### config.mk
export PLATFORM = sky130hd
export DESIGN_NAME = bin2bcd_seq
export DESIGN_NICKNAME = d
export VERILOG_FILES = /design/src/rtl/bcd_conv_pkg.sv /design/src/rtl/bcd_add3_col.sv /design/src/rtl/bcd_shift_path.sv /design/src/rtl/bcd_seq_ctrl.sv /design/src/rtl/bin2bcd_seq.sv
export SDC_FILE = /design/constraint.sdc
export NUM_CORES = 1
export LEC_CHECK = 0
export BUFFER_PORTS_ARGS = -buffer_cell sky130_fd_sc_hd__buf_2
export CAP_MARGIN = 20
export CORE_MARGIN = 1.5
export CORE_UTILIZATION = 40
export DETAILED_ROUTE_END_ITERATION = 6
export RECOVER_POWER = 25
export SLEW_MARGIN = 10
export SYNTH_ARGS = -nofsm -noshare
export SYNTH_HDL_FRONTEND = slang
export SYNTH_SLANG_ARGS = --single-unit
### constraint.sdc
create_clock -name clk -period 3.4 [get_ports clk]
set_clock_uncertainty 0.1 [all_clocks]
set_input_delay 1.02 -clock clk [delete_from_list [all_inputs] [get_ports clk]]
set_output_delay 1.02 -clock clk [all_outputs]
set_load 0.05 [all_outputs]
### src/rtl/bcd_conv_pkg.sv
package bcd_conv_pkg;

  // Smallest bit count that can hold the most significant decimal digit
  // of the largest unsigned value of bin_w bits.
  function automatic int top_digit_bits(input int bin_w, input int digits);
    longint maxv;
    longint scale;
    longint top;
    int     bits;
    maxv  = (longint'(1) << bin_w) - 1;
    scale = 1;
    for (int i = 0; i < digits - 1; i++) scale = scale * 10;
    top  = maxv / scale;
    bits = 40;
    for (int k = 40; k >= 1; k--) begin
      if ((longint'(1) << k) > top) bits = k;
    end
    return bits;
  endfunction

endpackage

### src/rtl/bcd_add3_col.sv
module bcd_add3_col (
  input  logic [3:0] dig_i,
  output logic [3:0] dig_o
);
  // Columns at 5 or above get +3 so the following doubling carries correctly.
  assign dig_o = (dig_i > 4'd4) ? dig_i + 4'd3 : dig_i;
endmodule

### src/rtl/bcd_shift_path.sv
module bcd_shift_path #(
  parameter int BIN_W  = 8,
  parameter int DIGITS = 3
) (
  input  logic [4*DIGITS+BIN_W-1:0] scr_i,
  output logic [4*DIGITS+BIN_W-1:0] scr_o,
  output logic                      carry_o
);
  localparam int BCD_W = 4 * DIGITS;
  localparam int SCR_W = BCD_W + BIN_W;

  logic [BCD_W-1:0] fixed_bcd;

  for (genvar g = 0; g < DIGITS; g++) begin : g_col
    bcd_add3_col u_col (
      .dig_i (scr_i[BIN_W + 4*g +: 4]),
      .dig_o (fixed_bcd[4*g +: 4])
    );
  end

  logic [SCR_W-1:0] fixed_all;
  assign fixed_all = {fixed_bcd, scr_i[BIN_W-1:0]};
  assign scr_o     = {fixed_all[SCR_W-2:0], 1'b0};
  assign carry_o   = fixed_all[SCR_W-1];
endmodule

### src/rtl/bcd_seq_ctrl.sv
module bcd_seq_ctrl #(
  parameter int BIN_W = 8
) (
  input  logic clk,
  input  logic rst,
  input  logic start_i,
  output logic load_o,
  output logic step_o,
  output logic last_o,
  output logic busy_o,
  output logic done_o
);
  localparam int CNT_W = $clog2(BIN_W + 1);
  localparam logic [CNT_W-1:0] LAST_CNT = CNT_W'(BIN_W - 1);

  logic [CNT_W-1:0] cnt_q;
  logic             busy_q;
  logic             done_q;

  assign load_o = start_i && !busy_q;
  assign step_o = busy_q;
  assign last_o = busy_q && (cnt_q == LAST_CNT);
  assign busy_o = busy_q;
  assign done_o = done_q;

  always_ff @(posedge clk) begin
    if (rst) begin
      busy_q <= 1'b0;
      done_q <= 1'b0;
      cnt_q  <= '0;
    end else begin
      done_q <= last_o;
      if (load_o) begin
        busy_q <= 1'b1;
        cnt_q  <= '0;
      end else if (busy_q) begin
        if (last_o) begin
          busy_q <= 1'b0;
          cnt_q  <= '0;
        end else begin
          cnt_q <= cnt_q + 1'b1;
        end
      end
    end
  end

  AST_CNT_RANGE: assert property (@(posedge clk) disable iff (rst)
    busy_q |-> (cnt_q <= LAST_CNT));
  AST_DONE_PULSE: assert property (@(posedge clk) disable iff (rst)
    done_q |=> !done_q);
  AST_DONE_IDLE: assert property (@(posedge clk) disable iff (rst)
    done_q |-> !busy_q);
  AST_START_IGNORED: assert property (@(posedge clk) disable iff (rst)
    (busy_q && start_i && !last_o) |=> (busy_q && cnt_q == CNT_W'($past(cnt_q) + 1'b1)));
endmodule

### src/rtl/bin2bcd_seq.sv
module bin2bcd_seq
  import bcd_conv_pkg::*;
#(
  parameter int BIN_W  = 8,
  parameter int DIGITS = 3,
  localparam int OUT_W = top_digit_bits(BIN_W, DIGITS) + 4 * (DIGITS - 1)
) (
  input  logic             clk,
  input  logic             rst,
  input  logic             start_i,
  input  logic [BIN_W-1:0] bin_i,
  output logic [OUT_W-1:0] bcd_o,
  output logic             busy_o,
  output logic             done_o
);
  localparam int BCD_W = 4 * DIGITS;
  localparam int SCR_W = BCD_W + BIN_W;

  logic             load, step, last;
  logic [SCR_W-1:0] scr_q;
  logic [SCR_W-1:0] scr_nxt;
  logic             carry;
  logic [OUT_W-1:0] bcd_q;

  bcd_seq_ctrl #(.BIN_W(BIN_W)) u_ctrl (
    .clk     (clk),
    .rst     (rst),
    .start_i (start_i),
    .load_o  (load),
    .step_o  (step),
    .last_o  (last),
    .busy_o  (busy_o),
    .done_o  (done_o)
  );

  bcd_shift_path #(.BIN_W(BIN_W), .DIGITS(DIGITS)) u_path (
    .scr_i   (scr_q),
    .scr_o   (scr_nxt),
    .carry_o (carry)
  );

  always_ff @(posedge clk) begin
    if (rst) begin
      scr_q <= '0;
      bcd_q <= '0;
    end else begin
      if (load) begin
        scr_q <= {{BCD_W{1'b0}}, bin_i};
      end else if (step) begin
        scr_q <= scr_nxt;
      end
      if (last) bcd_q <= scr_nxt[BIN_W +: OUT_W];
    end
  end

  assign bcd_o = bcd_q;

  for (genvar g = 0; g < DIGITS; g++) begin : g_chk
    AST_DIGIT_DECIMAL: assert property (@(posedge clk) disable iff (rst)
      step |-> (scr_q[BIN_W + 4*g +: 4] < 4'd10));
  end

  if (OUT_W < BCD_W) begin : g_trim
    AST_TOP_DIGIT_FITS: assert property (@(posedge clk) disable iff (rst)
      last |-> (scr_nxt[SCR_W-1:BIN_W+OUT_W] == '0));
  end

  AST_NO_OVERFLOW: assert property (@(posedge clk) disable iff (rst)
    step |-> !carry);
  AST_HOLD_RESULT: assert property (@(posedge clk) disable iff (rst)
    !done_o |-> $stable(bcd_q));
  AST_CLEAR_ON_LOAD: assert property (@(posedge clk) disable iff (rst)
    load |=> (scr_q[SCR_W-1:BIN_W] == '0));
endmodule

==> results of run 1 <==
## power breakdown
group | internal (W) | switching [W] | leakage [nW]
sequential | 0.000433 | 0.00000716 | 0.292
combinational | 0.0000285 | 0.0000458 | 0.404
clock | 0.000180 | 0.000142 | 0.0503
## routing by layer
layer | GRT usage | share of wire
met5 | 0 | 0
met4 | 0.08418 | 0.021
met3 | 0.04600 | 0.050
met2 | 0.2750 | 0.48
met1 | 0.1773 | 0.44
## critical path, stage by stage, from the launching register on
cell,delay (ps)
dfxtp_1,310
buf_4,350
buf_2,340
## cell usage in the layout (no fill, tap or decap), drive strengths merged, types with 7 or more instances in the layout
master / count
dfxtp: 36
nor2: 24
buf: 21
a21oi: 16
nand2: 16
o21ai: 13
inv: 12
mux2i: 11
clkbuf: 9
ha: 7
## sequential cells by signal, summed over array words and instances, names as in the netlist
register       flops
u_ctrl.done_o      1
scr_q             20
u_ctrl.busy_o      1
bcd_o             10
u_ctrl.cnt_q       4
## kinds of logic (layout without fill, tap and decap cells)
kind of cell | count (synthesis) | in the layout | share of synthesized area
flip-flops | 36 | 36 | 0.4496
AO/OA/AOI/OAI | 47 | 47 | 0.1780
XOR/XNOR | 4 | 4 | 0.02186
AND/OR/NAND/NOR | 54 | 54 | 0.1507
adder cells (fa/ha/maj) | 7 | 7 | 0.05464
multiplexers | 13 | 13 | 0.08275
buffers and inverters | 21 | 42 | 0.06245
## final cells by class
cell class,count,area (um2),area share
clock buffer,7,96.34,0.05303
inverter,12,45.04,0.02479
multi-input combinational,125,779.5,0.4291
sequential,36,720.7,0.3967
tap,48,60.06,0.03306
timing repair buffer,23,115.1,0.06336
## how the worst min path moves through the flow
stage	start	endpoint	slack [ps]	cells after the start
6_report	bcd_o[3]	bcd_o[3]	350	2
5_1_grt	bcd_o[4]	bcd_o[4]	380	2
4_1_cts	bcd_o[5]	bcd_o[5]	360	2
3_5_place_dp	bcd_o[5]	bcd_o[5]	340	2
3_3_place_gp	bcd_o[7]	bcd_o[7]	330	1
2_1_floorplan	u_ctrl.cnt_q[3]	u_ctrl.cnt_q[3]	350	2
## metrics by stage
stage,utilization,area [um2]
global route,0.4853,1817
floorplan,-,1603
global placement,0.4609,1725
detailed placement,0.4609,1725
finish,0.4853,1817
CTS,0.4866,1822
==> flow_metrics.py, run 1 <==
metrics = {
    "floorplanning": {
        "rows": 22,
        "io_pins": 23,
        "dieArea_um2": 4396,
        "core_area_um2": 3744,
        "die-height_um": 66.30,
        "die_x_um": 66.30,
        "start_util": 0.4281,
    },
    "clocking": {
        "cts_setup_buffers": 0,
        "ctsHoldBuffers": 0,
        "cts_resized": 0,
        "clkTransAtPathRegs_ps": 70,
        "cts.sinks": 36,
        "cts_buffers": 5,
        "htreeDepth": 2,
        "clk_path_buf_depth": 2,
        "worstSkewPairLatency_ps": 290,
        "cts_tree": "yes",
        "clock-root-buffer": "clkbuf_8",
    },
    "pwr": {
        "powerDensity_nw_per_um2": 460.2,
        "p_leak_nw": 0.7464,
        "power_w": 0.0008361,
        "vdd_drop_max_mv": 0.1910,
    },
    "routing": {
        "avgViaCountPerCell": 5.131,
        "drtIter0Drc": 36,
        "avgRoutedWirePerCell_um": 12.28,
        "remaining_drc_errors": 0,
        "detailedRoute.firstPassIterationCount": 4,
        "drt_wl_total_mm": 3.083,
        "postRouteAntennaNets": 0,
        "dr_total_vias": 1288,
    },
    "synth": {
        "synth_fp_nets": 200,
        "synth_flop_cell": "dfxtp_1",
        "yosysWarnings": 0,
        "yosysUniqueCellTypes": 37,
        "synth_seq_cells": 36,
        "synth_area_um2": 1603,
        "synth_area_leader_cell": "dfxtp_1",
        "ys_seq_area_frac": 0.4496,
        "synth_common_cells": "dfxtp_1 (36), nor2_1 (24), a21oi_1 (16), nand2_1 (16), o21ai_0 (13)",
        "synthArstFlopShare": 0,
        "yosysTopAreaCellShare": 0.4496,
        "avgSynthCellArea_um2": 8.807,
        "synth-edff-count": 0,
        "yosysMostFrequentCell": "dfxtp_1",
        "synth_area_leaders": "dfxtp_1 (45%), mux2i_1 (6.9%), nor2_1 (5.6%), ha_1 (5.5%), a21oi_1 (5.0%)",
        "postSynthCellCount": 182,
    },
    "critical_path": {
        "arrival_ps": 1280,
        "end_kind": "output port",
        "cp-startpoint": "u_ctrl.busy_o",
        "cp-start-kind": "register",
        "r2r-start": "u_ctrl.busy_o",
        "required_ps": 2280,
        "r2r-end": "bcd_o[0]",
        "path_class": "reg2out",
        "cp_max_fo": 38,
        "rrSetupSlack_ps": 1620,
        "reg2reg_depth": 4,
        "cp-endpoint": "busy_o",
    },
    "placement": {
        "globalplace.congestion": 0.7604,
        "dp_hpwl_mm": 2.229,
        "place_inst": 244,
        "port_buffers": 22,
        "place_ws_ps": 1107,
    },
    "timing": {
        "slew_headroom": 0.5611,
        "setup_violations": 0,
        "period_minus_slack_ps": 2398,
        "fin_tns_setup_ps": 0,
        "rsz0062_at_grt": "false",
        "max_freq_ghz": 0.4170,
        "finalHoldViolations": 0,
        "fin_ws_ps": 1002,
        "hold_ws_ps": 350.2,
        "worst_pin_slew_ps": 658.1,
        "finalCritPeriodShare": 0.7053,
        "slew_viol_final": 0,
    },
    "layout": {
        "area_growth_pct": 13.35,
        "n_antenna_cell": 0,
        "drive_above_1_share": 0.1675,
        "fill_cells": 391,
        "fin_nets": 221,
        "fin_cells": 251,
    },
    "hold_path": {
        "hold_class": "reg2reg",
    },
    "run": {
        "drv_cap": 0,
    },
    "global_routing": {
        "grt_pass1_vias": 1237,
        "grt_overflow": 0,
        "grtUsageTotal": 0.1601,
        "antenna_found_initial": 0,
        "grt_max_degree": 39,
        "grt_first_pass_wirelength_mm": 5.250,
    },
    "outcome": {
        "status": "completed",
    },
}
No activity file was read; power rests on OpenSTA's default activity.
==> run 2, diff against run 1 <==
Clock period 3.4 ns to 2.5 ns, I/O delays scaled along.
==> run 2 against run 1 <==
Against the previous run:
- hold slack lost 4.2 ps
- cell count grew 0.80%
- first-iteration DRC count grew 64%
- worst setup slack lost 580 ps
- critical path depth shrank 1
- count of clock-buffer cells in the layout shrank 1
- via count grew 0.78%
- critical endpoint unchanged
==> flow_metrics.py, run 2 (synthesis gave the netlist of run 1 again) <==
metrics = {
    "outcome": {
        "status": "completed",
    },
    "routing": {
        "postRouteAntennaNets": 0,
        "drtIter0Drc": 59,
        "drt_wl_total_mm": 3.120,
        "detailedRoute.firstPassIterationCount": 4,
        "remaining_drc_errors": 0,
        "avgRoutedWirePerCell_um": 12.33,
        "avgViaCountPerCell": 5.130,
        "dr_total_vias": 1298,
    },
    "global_routing": {
        "grt_overflow": 0,
        "grt_max_degree": 29,
        "antenna_found_initial": 0,
        "grt_pass1_vias": 1289,
        "grtUsageTotal": 0.1611,
        "grt_first_pass_wirelength_mm": 5.354,
    },
    "floorplanning": {
        "io_pins": 23,
        "die-height_um": 66.30,
        "rows": 22,
        "start_util": 0.4281,
        "core_area_um2": 3744,
        "die_x_um": 66.30,
        "dieArea_um2": 4396,
    },
    "timing": {
        "setup_violations": 0,
        "finalHoldViolations": 0,
        "fin_tns_setup_ps": 0,
        "period_minus_slack_ps": 2075,
        "worst_pin_slew_ps": 642.9,
        "max_freq_ghz": 0.4819,
        "slew_viol_final": 0,
        "rsz0062_at_grt": "false",
        "hold_ws_ps": 346.0,
        "slew_headroom": 0.5712,
        "finalCritPeriodShare": 0.8301,
    },
    "critical_path": {
        "worstPathCellList": "buf_2",
        "cp_max_fo": 11,
        "end_kind": "output port",
        "max_stage_delay_ps": 580,
        "cp_top_family": "flip-flops",
        "crit_buf_inv": 1,
        "arrival_ps": 1230,
        "path_class": "reg2out",
        "cp-start-kind": "register",
        "required_ps": 1650,
        "crit_slowest_cell": "dfxtp_1",
    },
    "pwr": {
        "power.share.clock": 0.383,
        "p_seq_frac": 0.529,
        "power_w": 0.001137,
        "power_switching_w": 0.0002859,
        "p_leak_nw": 0.7499,
        "swShare": 0.2515,
        "vdd_drop_max_mv": 0.3868,
        "p_comb_frac": 0.087,
        "powerDensity_nw_per_um2": 622.3,
        "p_int_w": 0.0008509,
    },
    "hold_path": {
        "hold_class": "reg2reg",
    },
    "layout": {
        "final_cell_mix": "dfxtp_1 (36), nor2_1 (24), buf_2 (21)",
        "largest_register": "scr_q",
        "stdcell_area_um2": 1827,
        "n_antenna_cell": 0,
        "area_growth_pct": 13.97,
        "layout_commonest_cell": "dfxtp_1",
        "fill_cells": 389,
        "fin_nets": 222,
        "drive_above_1_share": 0.1707,
        "largest_reg_flops": 20,
    },
    "clocking": {
        "cts.sinks": 36,
        "cts_resized": 0,
        "clk_path_buf_depth": 2,
        "htreeDepth": 2,
        "cts_buffers": 5,
        "clock-root-buffer": "clkbuf_8",
        "worstSkewPairLatency_ps": 290,
        "cts_tree": "yes",
        "ctsHoldBuffers": 0,
        "clkTransAtPathRegs_ps": 70,
        "cts_setup_buffers": 0,
    },
    "placement": {
        "port_buffers": 22,
        "dp_hpwl_mm": 2.251,
        "globalplace.congestion": 0.8029,
        "post_dp_cell_area_um2": 1733,
    },
    "run": {
        "drv_cap": 0,
    },
}
==> run 2: worst reg2reg max path: cells and delay by family (launching register included) <==
family	cells	cell delay (ps)
flip-flops	1	580
buffers and inverters	1	370
AO/OA/AOI/OAI	1	130
AND/OR/NAND/NOR	2	470
==> run 2: cell type report <==
| cell class | count | area [um2] | area share |
|---|---|---|---|
| clock buffer | 6 | 82.58 | 0.04521 |
| tap | 48 | 60.06 | 0.03288 |
| sequential | 36 | 720.7 | 0.3945 |
| clock inverter | 2 | 15.01 | 0.008219 |
| inverter | 12 | 45.04 | 0.02466 |
| timing repair buffer | 24 | 123.9 | 0.06781 |
| multi-input combinational | 125 | 779.5 | 0.4267 |
==> run 2: through the flow <==
step	setup slack, ps	util	cells
after detailed placement	608.7	0.4629	245
after CTS	387.5	0.4890	253
final	424.7	0.4880	253
after floorplan	820.9	-	182
after global placement	627.5	0.4629	245
after global routing	371.5	0.4880	253
==> run 2: worst paths after layout <==
path	from	to	slack [ps]	cells past startpoint
hold / removal	bcd_o[3]	bcd_o[3]	350	2
setup / recovery	u_ctrl.busy_o	busy_o	420	1
hold reg to reg	bcd_o[3]	bcd_o[3]	350	2
setup reg to reg	u_ctrl.busy_o	u_ctrl.cnt_q[3]	780	4
==> run 2: power groups by stage <==
stage	Combinational, W	Clock, W	Sequential (W)
6_report	0.0000994	0.000436	0.000602
5_1_grt	0.000114	0.000475	0.000604
4_1_cts	0.000101	0.000450	0.000602
3_5_place_dp	0.000101	0	0.000615
3_3_place_gp	0.0000969	0	0.000614
2_1_floorplan	0.0000794	0	0.000613
==> run 2: layer usage <==
metal	track usage	vias up	wire [um]
met5	0	-	0
met1	0.1749	600	1384
met3	0.04089	6	145
met4	0.07908	0	58
met2	0.2875	29	1532
li1	-	663	-
